**src/rtl/rxs_pkg.sv**
```systemverilog
// Shared constants for the receive statistics bank: counter indices and
// field encodings. Assumes counter order is fixed by software's index map.
package rxs_pkg;
    localparam int NUM_CTR   = 18;
    localparam int CTR_IDX_W = $clog2(NUM_CTR);

    localparam int CTR_PKTS      = 0;
    localparam int CTR_OCTS      = 1;
    localparam int CTR_DROP_PKTS = 2;
    localparam int CTR_DROP_OCTS = 3;
    localparam int CTR_MCAST     = 4;
    localparam int CTR_BCAST     = 5;
    localparam int CTR_HIST0     = 6;   // 64
    localparam int CTR_HIST1     = 7;   // 65-127
    localparam int CTR_HIST2     = 8;   // 128-255
    localparam int CTR_HIST3     = 9;   // 256-511
    localparam int CTR_HIST4     = 10;  // 512-1023
    localparam int CTR_HIST5     = 11;  // 1024-1518
    localparam int CTR_HIST6     = 12;  // 1519-max
    localparam int CTR_RUNT      = 13;
    localparam int CTR_RUNT_FCS  = 14;
    localparam int CTR_OVER      = 15;
    localparam int CTR_OVER_FCS  = 16;
    localparam int CTR_ERR_PKTS  = 17;

    localparam logic [1:0] DEST_MCAST = 2'b01;
    localparam logic [1:0] DEST_BCAST = 2'b10;
    localparam logic [1:0] MODE_L2    = 2'b01;

    localparam int RUNT_LIMIT = 64;
endpackage

```
**src/rtl/rxs_classify.sv**
```systemverilog
// Decodes one per-frame status record into a vector of counter strobes.
// Purely combinational; clk/rst_n serve only the local assertions.
// Assumes MAX_LEN >= 1519 and that MAX_LEN fits in LEN_W bits.
module rxs_classify
    import rxs_pkg::*;
#(
    parameter int LEN_W   = 16,
    parameter int MAX_LEN = 1536
) (
    input  logic               clk,
    input  logic               rst_n,
    input  logic               vld,
    input  logic [LEN_W-1:0]   len,
    input  logic               err,
    input  logic               fcs_err,
    input  logic               drop,
    input  logic [1:0]         dest,
    input  logic [1:0]         mode,
    output logic [NUM_CTR-1:0] ev
);
    localparam logic [LEN_W-1:0] L_MIN  = LEN_W'(RUNT_LIMIT);
    localparam logic [LEN_W-1:0] L_127  = LEN_W'(127);
    localparam logic [LEN_W-1:0] L_255  = LEN_W'(255);
    localparam logic [LEN_W-1:0] L_511  = LEN_W'(511);
    localparam logic [LEN_W-1:0] L_1023 = LEN_W'(1023);
    localparam logic [LEN_W-1:0] L_1518 = LEN_W'(1518);
    localparam logic [LEN_W-1:0] L_MAX  = LEN_W'(MAX_LEN);

    logic [6:0] hist;

    // Pick the one histogram bin a length in range belongs to.
    always_comb begin
        hist = '0;
        if (len < L_MIN || len > L_MAX) hist = '0;
        else if (len == L_MIN)          hist[0] = 1'b1;
        else if (len <= L_127)          hist[1] = 1'b1;
        else if (len <= L_255)          hist[2] = 1'b1;
        else if (len <= L_511)          hist[3] = 1'b1;
        else if (len <= L_1023)         hist[4] = 1'b1;
        else if (len <= L_1518)         hist[5] = 1'b1;
        else                            hist[6] = 1'b1;
    end

    // Build the strobe vector for all counters from the record.
    always_comb begin
        ev = '0;
        if (vld) begin
            if (drop) begin
                ev[CTR_DROP_PKTS] = 1'b1;
                ev[CTR_DROP_OCTS] = 1'b1;
            end else begin
                ev[CTR_PKTS] = 1'b1;
                ev[CTR_OCTS] = 1'b1;
            end
            ev[CTR_ERR_PKTS] = err;
            if (mode == MODE_L2) begin
                ev[CTR_MCAST] = (dest == DEST_MCAST);
                ev[CTR_BCAST] = (dest == DEST_BCAST);
            end
            if (len < L_MIN) begin
                ev[CTR_RUNT]     = !fcs_err;
                ev[CTR_RUNT_FCS] = fcs_err;
            end
            if (len > L_MAX) begin
                ev[CTR_OVER]     = !fcs_err;
                ev[CTR_OVER_FCS] = fcs_err;
            end
            ev[CTR_HIST6:CTR_HIST0] = hist;
        end
    end

    AST_CAST_EXCL: assert property (@(posedge clk) disable iff (!rst_n)
        !(ev[CTR_MCAST] && ev[CTR_BCAST]));
    AST_HIST_ONEHOT: assert property (@(posedge clk) disable iff (!rst_n)
        $onehot0(ev[CTR_HIST6:CTR_HIST0]));
    AST_RUNT_NO_BIN: assert property (@(posedge clk) disable iff (!rst_n)
        (ev[CTR_RUNT] || ev[CTR_RUNT_FCS] || ev[CTR_OVER] || ev[CTR_OVER_FCS])
        |-> (ev[CTR_HIST6:CTR_HIST0] == '0));
    AST_DROP_SPLIT: assert property (@(posedge clk) disable iff (!rst_n)
        !(ev[CTR_PKTS] && ev[CTR_DROP_PKTS]));
endmodule

```
**src/rtl/rxs_counter.sv**
```systemverilog
// One saturating counter with a same-cycle clear. A clear zeroes the base
// value before the increment is added, so a colliding event is kept.
// Assumes AW <= CW.
module rxs_counter #(
    parameter int CW = 32,
    parameter int AW = 16
) (
    input  logic          clk,
    input  logic          rst_n,
    input  logic          inc,
    input  logic [AW-1:0] amt,
    input  logic          clr,
    output logic [CW-1:0] val
);
    logic [CW-1:0] base;
    logic [CW:0]   sum;
    logic [CW-1:0] nxt;

    // Form the next value: cleared or kept base plus amount, capped at all-ones.
    always_comb begin
        base = clr ? '0 : val;
        sum  = {1'b0, base} + (inc ? (CW+1)'(amt) : '0);
        nxt  = sum[CW] ? '1 : sum[CW-1:0];
    end

    // Hold the count.
    always_ff @(posedge clk) begin
        if (!rst_n) val <= '0;
        else        val <= nxt;
    end

    AST_SAT_STICKY: assert property (@(posedge clk) disable iff (!rst_n)
        (val == '1 && !clr) |=> (val == '1));
    AST_NO_WRAP: assert property (@(posedge clk) disable iff (!rst_n)
        !clr |=> (val >= $past(val)));
    AST_CLR_ZERO: assert property (@(posedge clk) disable iff (!rst_n)
        (clr && !inc) |=> (val == '0));
    AST_CLR_KEEP_EVENT: assert property (@(posedge clk) disable iff (!rst_n)
        (clr && inc) |=> (val == CW'($past(amt))));
endmodule

```
**src/rtl/rx_port_stats.sv**
```systemverilog
// Statistics bank for one receive port: a classifier turns each status record
// into counter strobes, a generated array of saturating counters holds the
// totals, and a registered read port returns one counter per request with an
// optional clear. Assumes CW >= LEN_W and MAX_LEN >= 1519.
module rx_port_stats
    import rxs_pkg::*;
#(
    parameter int CW      = 32,
    parameter int LEN_W   = 16,
    parameter int MAX_LEN = 1536
) (
    input  logic                 clk,
    input  logic                 rst_n,
    input  logic                 rec_valid,
    input  logic [LEN_W-1:0]     rec_len,
    input  logic                 rec_err,
    input  logic                 rec_fcs_err,
    input  logic                 rec_drop,
    input  logic [1:0]           rec_dest,
    input  logic [1:0]           rec_mode,
    input  logic                 rd_en,
    input  logic [CTR_IDX_W-1:0] rd_idx,
    input  logic                 rd_clr,
    output logic [CW-1:0]        rd_data,
    output logic                 rd_valid
);
    logic [NUM_CTR-1:0] ev;
    logic [NUM_CTR-1:0] clr_vec;
    logic [CW-1:0]      vals [NUM_CTR];
    logic [CW-1:0]      rd_mux;

    rxs_classify #(.LEN_W(LEN_W), .MAX_LEN(MAX_LEN)) u_cls (
        .clk(clk), .rst_n(rst_n), .vld(rec_valid), .len(rec_len),
        .err(rec_err), .fcs_err(rec_fcs_err), .drop(rec_drop),
        .dest(rec_dest), .mode(rec_mode), .ev(ev)
    );

    for (genvar i = 0; i < NUM_CTR; i++) begin : g_ctr
        localparam bit IS_OCT = (i == CTR_OCTS) || (i == CTR_DROP_OCTS);
        logic [LEN_W-1:0] amt;
        // Octet counters add the frame length, all others add one.
        always_comb amt = IS_OCT ? rec_len : LEN_W'(1);
        // Clear this counter when a clearing read addresses it.
        always_comb clr_vec[i] = rd_en && rd_clr && (rd_idx == CTR_IDX_W'(i));
        rxs_counter #(.CW(CW), .AW(LEN_W)) u_cnt (
            .clk(clk), .rst_n(rst_n), .inc(ev[i]), .amt(amt),
            .clr(clr_vec[i]), .val(vals[i])
        );
    end

    // Select the addressed counter; unknown indices read as zero.
    always_comb begin
        rd_mux = '0;
        for (int i = 0; i < NUM_CTR; i++)
            if (rd_idx == CTR_IDX_W'(i)) rd_mux = vals[i];
    end

    // Register the read response.
    always_ff @(posedge clk) begin
        if (!rst_n) begin
            rd_data  <= '0;
            rd_valid <= 1'b0;
        end else begin
            rd_valid <= rd_en;
            if (rd_en) rd_data <= rd_mux;
        end
    end

    AST_RD_RESP: assert property (@(posedge clk) disable iff (!rst_n)
        rd_en |=> rd_valid);
    AST_RD_IDLE: assert property (@(posedge clk) disable iff (!rst_n)
        !rd_en |=> !rd_valid);
    AST_CLR_SINGLE: assert property (@(posedge clk) disable iff (!rst_n)
        $onehot0(clr_vec));
endmodule

```
**config.mk**
```make
export PLATFORM = sky130hd
export DESIGN_NAME = rx_port_stats
export DESIGN_NICKNAME = d
export VERILOG_FILES = /design/src/rtl/rxs_pkg.sv /design/src/rtl/rxs_classify.sv /design/src/rtl/rxs_counter.sv /design/src/rtl/rx_port_stats.sv
export SDC_FILE = /design/constraint.sdc
export NUM_CORES = 2
export LEC_CHECK = 0
export ABC_AREA = 1
export BUFFER_PORTS_ARGS = -buffer_cell sky130_fd_sc_hd__buf_2
export CAP_MARGIN = 5
export CORE_ASPECT_RATIO = 0.5
export CORE_UTILIZATION = 45
export DETAILED_ROUTE_END_ITERATION = 6
export PLACE_DENSITY = 0.58
export SYNTH_ARGS = -nofsm -noshare
export SYNTH_HDL_FRONTEND = slang
export SYNTH_SLANG_ARGS = --single-unit
```
**constraint.sdc**
```tcl
create_clock -name clk -period 5 [get_ports clk]
set_clock_uncertainty 0.05 [all_clocks]
set_input_delay 0.75 -clock clk [delete_from_list [all_inputs] [get_ports clk]]
set_output_delay 0.75 -clock clk [all_outputs]
set_load 0.005 [all_outputs]
```
# Word-level counts from Yosys, hierarchy flattened
# Cells that the tools add are included.
op_classes:
  n_addsub: 18
  order_cmp: 7
  n_eq_ne: 21
  muxes: 91
  reduce_logical: 22
op_table:
  columns: ["operator", "count"]
  rows:
  - ["$mux 32", 54]
  - ["$add 32x33->33", 18]
  - ["$eq 5x4->1 const B", 8]
  - ["$mux 16", 2]
  - ["$mux 1", 23]
  - ["$eq 5x3->1 const B", 4]
  - ["$logic_and 1x1->1", 19]
  - ["$mux 18", 1]
  - ["$eq 16x7->1 const B", 1]
  - ["$gt 16x11->1 const B", 1]
  - ["$le 16x10->1 const B", 1]
  - ["$le 16x11->1 const B", 1]
  - ["$le 16x7->1 const B", 1]
  - ["$le 16x8->1 const B", 1]
  - ["$le 16x9->1 const B", 1]
  - ["$lt 16x7->1 const B", 1]
  - ["$mux 2", 6]
  - ["$eq 5x2->1 const B", 2]
  - ["$eq 5x5->1 const B", 2]
  - ["$mux 7", 1]
  - ["$mux 6", 1]
  - ["$eq 5x1->1 const B", 1]
  - ["$logic_not 5->1", 1]
  - ["$mux 5", 1]
  - ["6 further kinds", 7]
totals:
  regBits: 609
  input_bits: 33
  output_inout_bits: 33
  elab_cells: 179

# Depth between registers and ports, before layout
depth:
  ltp_word: 19
  ltp_mapped: 27
  depth_no_buf: 24

# Hierarchy
# Synthesis repeated with hierarchy kept, for this count alone.
hier_totals:
  cells_unflattened: 11122
  hier_area_um2: 60669.4
modules_own_cells:
  columns: ["module", "n_inst", "cells_per_inst", "area_each_um2", "seq_area_each_um2"]
  rows:
  - ["rxs_counter at g_ctr[0].u_cnt ...", 11, 536, 2976.6, 640.6]
  - ["rxs_counter at g_ctr[4].u_cnt ...", 6, 546, 3051.7, 640.6]
  - ["rx_port_stats", 1, 1316, 6158.4, 660.6]
  - ["rxs_counter at g_ctr[3].u_cnt", 1, 546, 3066.7, 640.6]
  - ["rxs_classify", 1, 88, 391.6, 0.0]

# Least setup slack after synthesis
# Ideal clock, no wire load.
synth_path:
  path_kind: "in2reg"
  start: "in rd_en"
  end: "reg g_ctr[1].u_cnt.val[28]"
  setup_ps: 115
  t_arrival_ps: 4363
  t_required_ps: 4835
  slack_ps: 471
  cell_stages: 26
  n_path_buf: 6
  path_cell_list: "buf_2 nand2_8 inv_2 buf_6 nand2_1 inv_2 buf_2 buf_1 clkbuf_1 nor2_1 fa_1 nand3_1 nand3_1 nand2_1 nand2_1 a21oi_1 o21ai_0 nand2_1 nor2_1 nand3_1 inv_1 nand2_1 buf_2 nand2_1 o21ai_0 inv_1"
synth_between:
  elab_chain_len: 5
synth_rtl:
  columns: ["item", "line_no", "rtl"]
  rows:
  - ["from (decl)", "rx_port_stats.sv:21", "input logic rd_en,"]
  - ["$logic_and 1x1->1 (2 in a row)", "rx_port_stats.sv:44", "always_comb clr_vec[i] = rd_en && rd_clr && (rd_idx == CTR_IDX_W'(i));"]
  - ["$mux 32", "rxs_counter.sv:21", "base = clr ? '0 : val;"]
  - ["$add 32x33->33", "rxs_counter.sv:22", "sum = {1'b0, base} + (inc ? (CW+1)'(amt) : '0);"]
  - ["$mux 32", "rxs_counter.sv:23", "nxt = sum[CW] ? '1 : sum[CW-1:0];"]
  - ["to (signal assigned)", "rxs_counter.sv:29", "else val <= nxt;"]
  - ["to (decl)", "rxs_counter.sv:13", "output logic [CW-1:0] val"]
# No other way between the ends.
# A chain may end at the register's enable or synchronous reset.

# Final worst setup path
layout_path:
  start: "in rec_len[1]"
  end: "reg g_ctr[10].u_cnt.val[30]"
layout_between:
  elab_chain_len: 11
  elab_cells_between_ends: 18
  cone_classes: "add/sub: 1; order compare: 6; eq/ne: 1; mux: 9; reduce/logical: 1"
layout_rtl:
  columns: ["item", "line_no", "rtl"]
  rows:
  - ["from (decl)", "rx_port_stats.sv:15", "input logic [LEN_W-1:0] rec_len,"]
  - ["$le 16x10->1", "rxs_classify.sv:39", "else if (len <= L_1023) hist[4] = 1'b1;"]
  - ["$mux 1", "rxs_classify.sv:39", null]
  - ["$mux 3", "rxs_classify.sv:38", "else if (len <= L_511) hist[3] = 1'b1;"]
  - ["$mux 4", "rxs_classify.sv:37", "else if (len <= L_255) hist[2] = 1'b1;"]
  - ["$mux 5", "rxs_classify.sv:36", "else if (len <= L_127) hist[1] = 1'b1;"]
  - ["$mux 6", "rxs_classify.sv:35", "else if (len == L_MIN) hist[0] = 1'b1;"]
  - ["$mux 7 (*)", "rxs_classify.sv:34", "if (len < L_MIN || len > L_MAX) hist = '0;"]
  - ["$mux 18 (*)", "rxs_classify.sv:47", "if (vld) begin"]
  - ["$mux 1 (*)", "rxs_counter.sv:22", null]
  - ["$add 32x33->33 (*)", "rxs_counter.sv:22", null]
  - ["$mux 32 (*)", "rxs_counter.sv:23", null]
  - ["to (signal assigned)", "rxs_counter.sv:29", null]
  - ["to (decl)", "rxs_counter.sv:13", null]
# Mark *: on every way between the ends. The rest lies on a longest branch, timed or not.

==> flow_metrics.env <==
export IMPL_status="finished, final reports clean"
export IMPL_hold_violations=0
export IMPL_register_area_um2=12200
export IMPL_cts_root_buf="clkbuf_16"
export IMPL_rsz0062_at_grt="false"
export IMPL_drt_initial_drc_count=4211
export IMPL_final_setup_tns_ns=0
export IMPL_cts_tree="built"
export IMPL_start_kind="input port"
export IMPL_syn_instance_count=6745
export IMPL_worstPathMaxFanout=5
export IMPL_finalCritPeriodShare_pct=86.6
export IMPL_powerDensity_nw_per_um2=236
export IMPL_io_pins=66
export IMPL_setup_viol=0
export IMPL_crit_type="in -> reg"
export IMPL_cts_resized=0
export IMPL_power_mw=10.6
export IMPL_p_seq_share_pct=46.3
export IMPL_via_count=42800
export IMPL_max_freq_ghz=0.231
export IMPL_worst_slew_pin_slew_ns=1.00
export IMPL_htreeDepth=3
export IMPL_synth_async_reset_ratio_pct=0
export IMPL_antenna_cells=0
export IMPL_cp_end_kind="flop"
export IMPL_cts_buffers=66
export IMPL_port_buffers=65
export IMPL_antenna_left=0
export IMPL_hpwl_um=120000
export IMPL_rows=77
export IMPL_peakVddDrop_mv=0.218
export IMPL_cts_hold_fix_buffers=0
export IMPL_cts_sinks=609
export IMPL_clockBufferDepth=3
export IMPL_comb_power_share_pct=5.3
export IMPL_p_switching_mw=2.74
export IMPL_via_per_inst=5.36
export IMPL_path_clk_slew_ns=0.06
export IMPL_grt_pass1_vias=40100
export IMPL_die_w_um=429
export IMPL_post_cts_buffers=0
export IMPL_clkPwrFrac_pct=48.4
export IMPL_drt_wirelength_per_cell_um=19.3
export IMPL_synth_area_per_cell_um2=6.09
export IMPL_synth_cell_types=60
export IMPL_yosysMostFrequentCell="nand2_1"
export IMPL_synth_top_area_share_pct=29.7
export IMPL_antenna_found_initial=1
export IMPL_synth_edf_count=0
export IMPL_leakagePower_nw=19.2
export IMPL_post_place_cells=7869
export IMPL_ys_ff_latch=609
export IMPL_post_route_min_period_ns=4.33
export IMPL_drive_gt1_share_pct=6.88
export IMPL_max_slew_margin_pct=33.2
export IMPL_nFillCells=9614
export IMPL_grt_pass1_wl_um=235000
export IMPL_hold_slack_ns=0.412
export IMPL_core_area_um2=89400
export IMPL_maxCapViolations=0
export IMPL_grt_max_degree=184
export IMPL_internal_power_mw=7.86
export IMPL_clock_latency_ns=0.69
export IMPL_synthesis_area_um2=41100
export IMPL_fp_dieH_um=216
export IMPL_area_growth_pct=9.30
export IMPL_yosys_warnings=0
export IMPL_dieArea_um2=92600
export IMPL_layout_cells_non_filler=7988
export IMPL_p_sw_share_pct=25.9
export IMPL_place_gp_congestion=1.00
export IMPL_wl_um=154000
export IMPL_drt_first_pass_iters=6
export IMPL_yosysSeqAreaShare_pct=29.7
export IMPL_grt_util_all_layers_pct=32.5
export IMPL_finalMaxSlewViolations=0
export IMPL_start_util_pct=46.0
export IMPL_hold_class="reg -> reg"
export IMPL_synth_area_top_cells="dfxtp_1 (30%), nand2_1 (13%), inv_1 (11%), nor2_1 (9.3%), xor2_1 (5.2%)"
export IMPL_grt_overflow=0
export IMPL_synth_top_area_cell="dfxtp_1"
export IMPL_synth_commonest_cells="nand2_1 (1419), inv_1 (1180), nor2_1 (1013)"
export IMPL_syn_num_nets=6844
export IMPL_multi_input_area_um2=23300
export IMPL_crit_arrival_ns=4.88
export IMPL_synth_ff_type="dfxtp_1"
export IMPL_cp_required_ns=5.55
export IMPL_remaining_drc_errors=0
export IMPL_nNetsFinal=6851
registers in the layout, summed over array words and instances (netlist names):
name and count:
g_ctr.u_cnt.val 576, rd_data 32, rd_valid 1
worst max-delay path, cell delays in order:
cell	delay, ns
buf_2	0.11
nor4_1	0.45
a41oi_1	0.18
nor2_1	0.54
nand4_1	0.23
nor2_1	0.28
buf_4	0.21
ha_1	0.18
ha_1	0.22
nand2_1	0.07
nor2_1	0.16
nand2_1	0.12
nor2_2	0.23
nand4_1	0.22
nor3_1	0.38
nand3_1	0.26
nand2_1	0.12
o21ai_0	0.08
inv_1	0.09
final timing paths:
path                         start                       to  slack, ns  depth (start not counted)
max                     rec_len[1]  g_ctr[10].u_cnt.val[30]       0.67                         19
min                    rd_data[30]              rd_data[30]       0.41                          2
max reg2reg  g_ctr[1].u_cnt.val[0]   g_ctr[1].u_cnt.val[28]       1.79                         19
min reg2reg            rd_data[30]              rd_data[30]       0.41                          2
cell type report:
class,count,area share [%]
clock buffers,93,4.22
clock inverters,26,0.568
inverters,1226,10.3
multi-input cells,4681,51.9
flip-flops and latches,609,27.1
well taps,1185,3.30
repair buffers,168,2.58
cell families (layout without fill, tap and decap cells):
group	after synthesis	count (layout)	synth area share, %
DFF	609	609	29.7
buffers and inverters	1455	1513	13.6
adders and majority gates	66	66	2.05
AOI/OAI and AO/OA	759	759	9.67
xor gates and xnor gates	354	354	7.54
and+or+nand+nor	3502	3502	37.4
metal layers:
metal | up-vias | GRT usage [%] | wire length, µm
li1 | 21300 | - | -
met1 | 19900 | 44.1 | 69200
met2 | 1424 | 52.9 | 69400
met3 | 214 | 4.73 | 10200
met4 | 0 | 10.8 | 5120
met5 | - | 0 | 0
metrics by stage:
step | utilization, % | setup WS, ns | instance area [µm²]
after floorplan | - | 0.471 | 41100
after global placement | 47.8 | 0.192 | 42800
after detailed placement | 47.8 | 0.119 | 42800
after CTS | 50.2 | 0.798 | 44900
after global routing | 50.2 | 0.380 | 44900
final | 50.2 | 0.671 | 44900
power groups by stage:
| stage | combinational, mW | clock, mW | sequential (mW) |
|---|---|---|---|
| 2_1_floorplan | 0.339 | 0 | 5.01 |
| 4_1_cts | 0.555 | 5.21 | 4.91 |
| 6_report | 0.560 | 5.13 | 4.91 |
| 5_1_grt | 0.608 | 5.43 | 4.91 |
| 3_5_place_dp | 0.553 | 0 | 5.02 |
| 3_3_place_gp | 0.546 | 0 | 5.02 |
layout by cell type, fill, tap and decap left out, types with 18 or more instances in the layout:
| cell | synthesis | routed |
|---|---|---|
| nand2_1 | 1419 | 1419 |
| inv_1 | 1180 | 1180 |
| nor2_1 | 1013 | 1007 |
| dfxtp_1 | 609 | 609 |
| nand3_1 | 357 | 357 |
| a21oi_1 | 350 | 350 |
| o21ai_0 | 271 | 271 |
| xor2_1 | 244 | 244 |
| nand4_1 | 233 | 233 |
| nor3_1 | 233 | 232 |
| xnor2_1 | 110 | 110 |
| buf_4 | 12 | 99 |
| nor4_1 | 72 | 72 |
| clkbuf_16 | 0 | 68 |
| ha_1 | 64 | 64 |
| buf_2 | 58 | 64 |
| o21ai_1 | 60 | 60 |
| nor2_2 | 49 | 53 |
| inv_2 | 45 | 44 |
| or2_2 | 27 | 27 |
| a31oi_1 | 21 | 21 |
| nand2_2 | 18 | 18 |
Note: power is estimated with default switching activity, not from simulation.
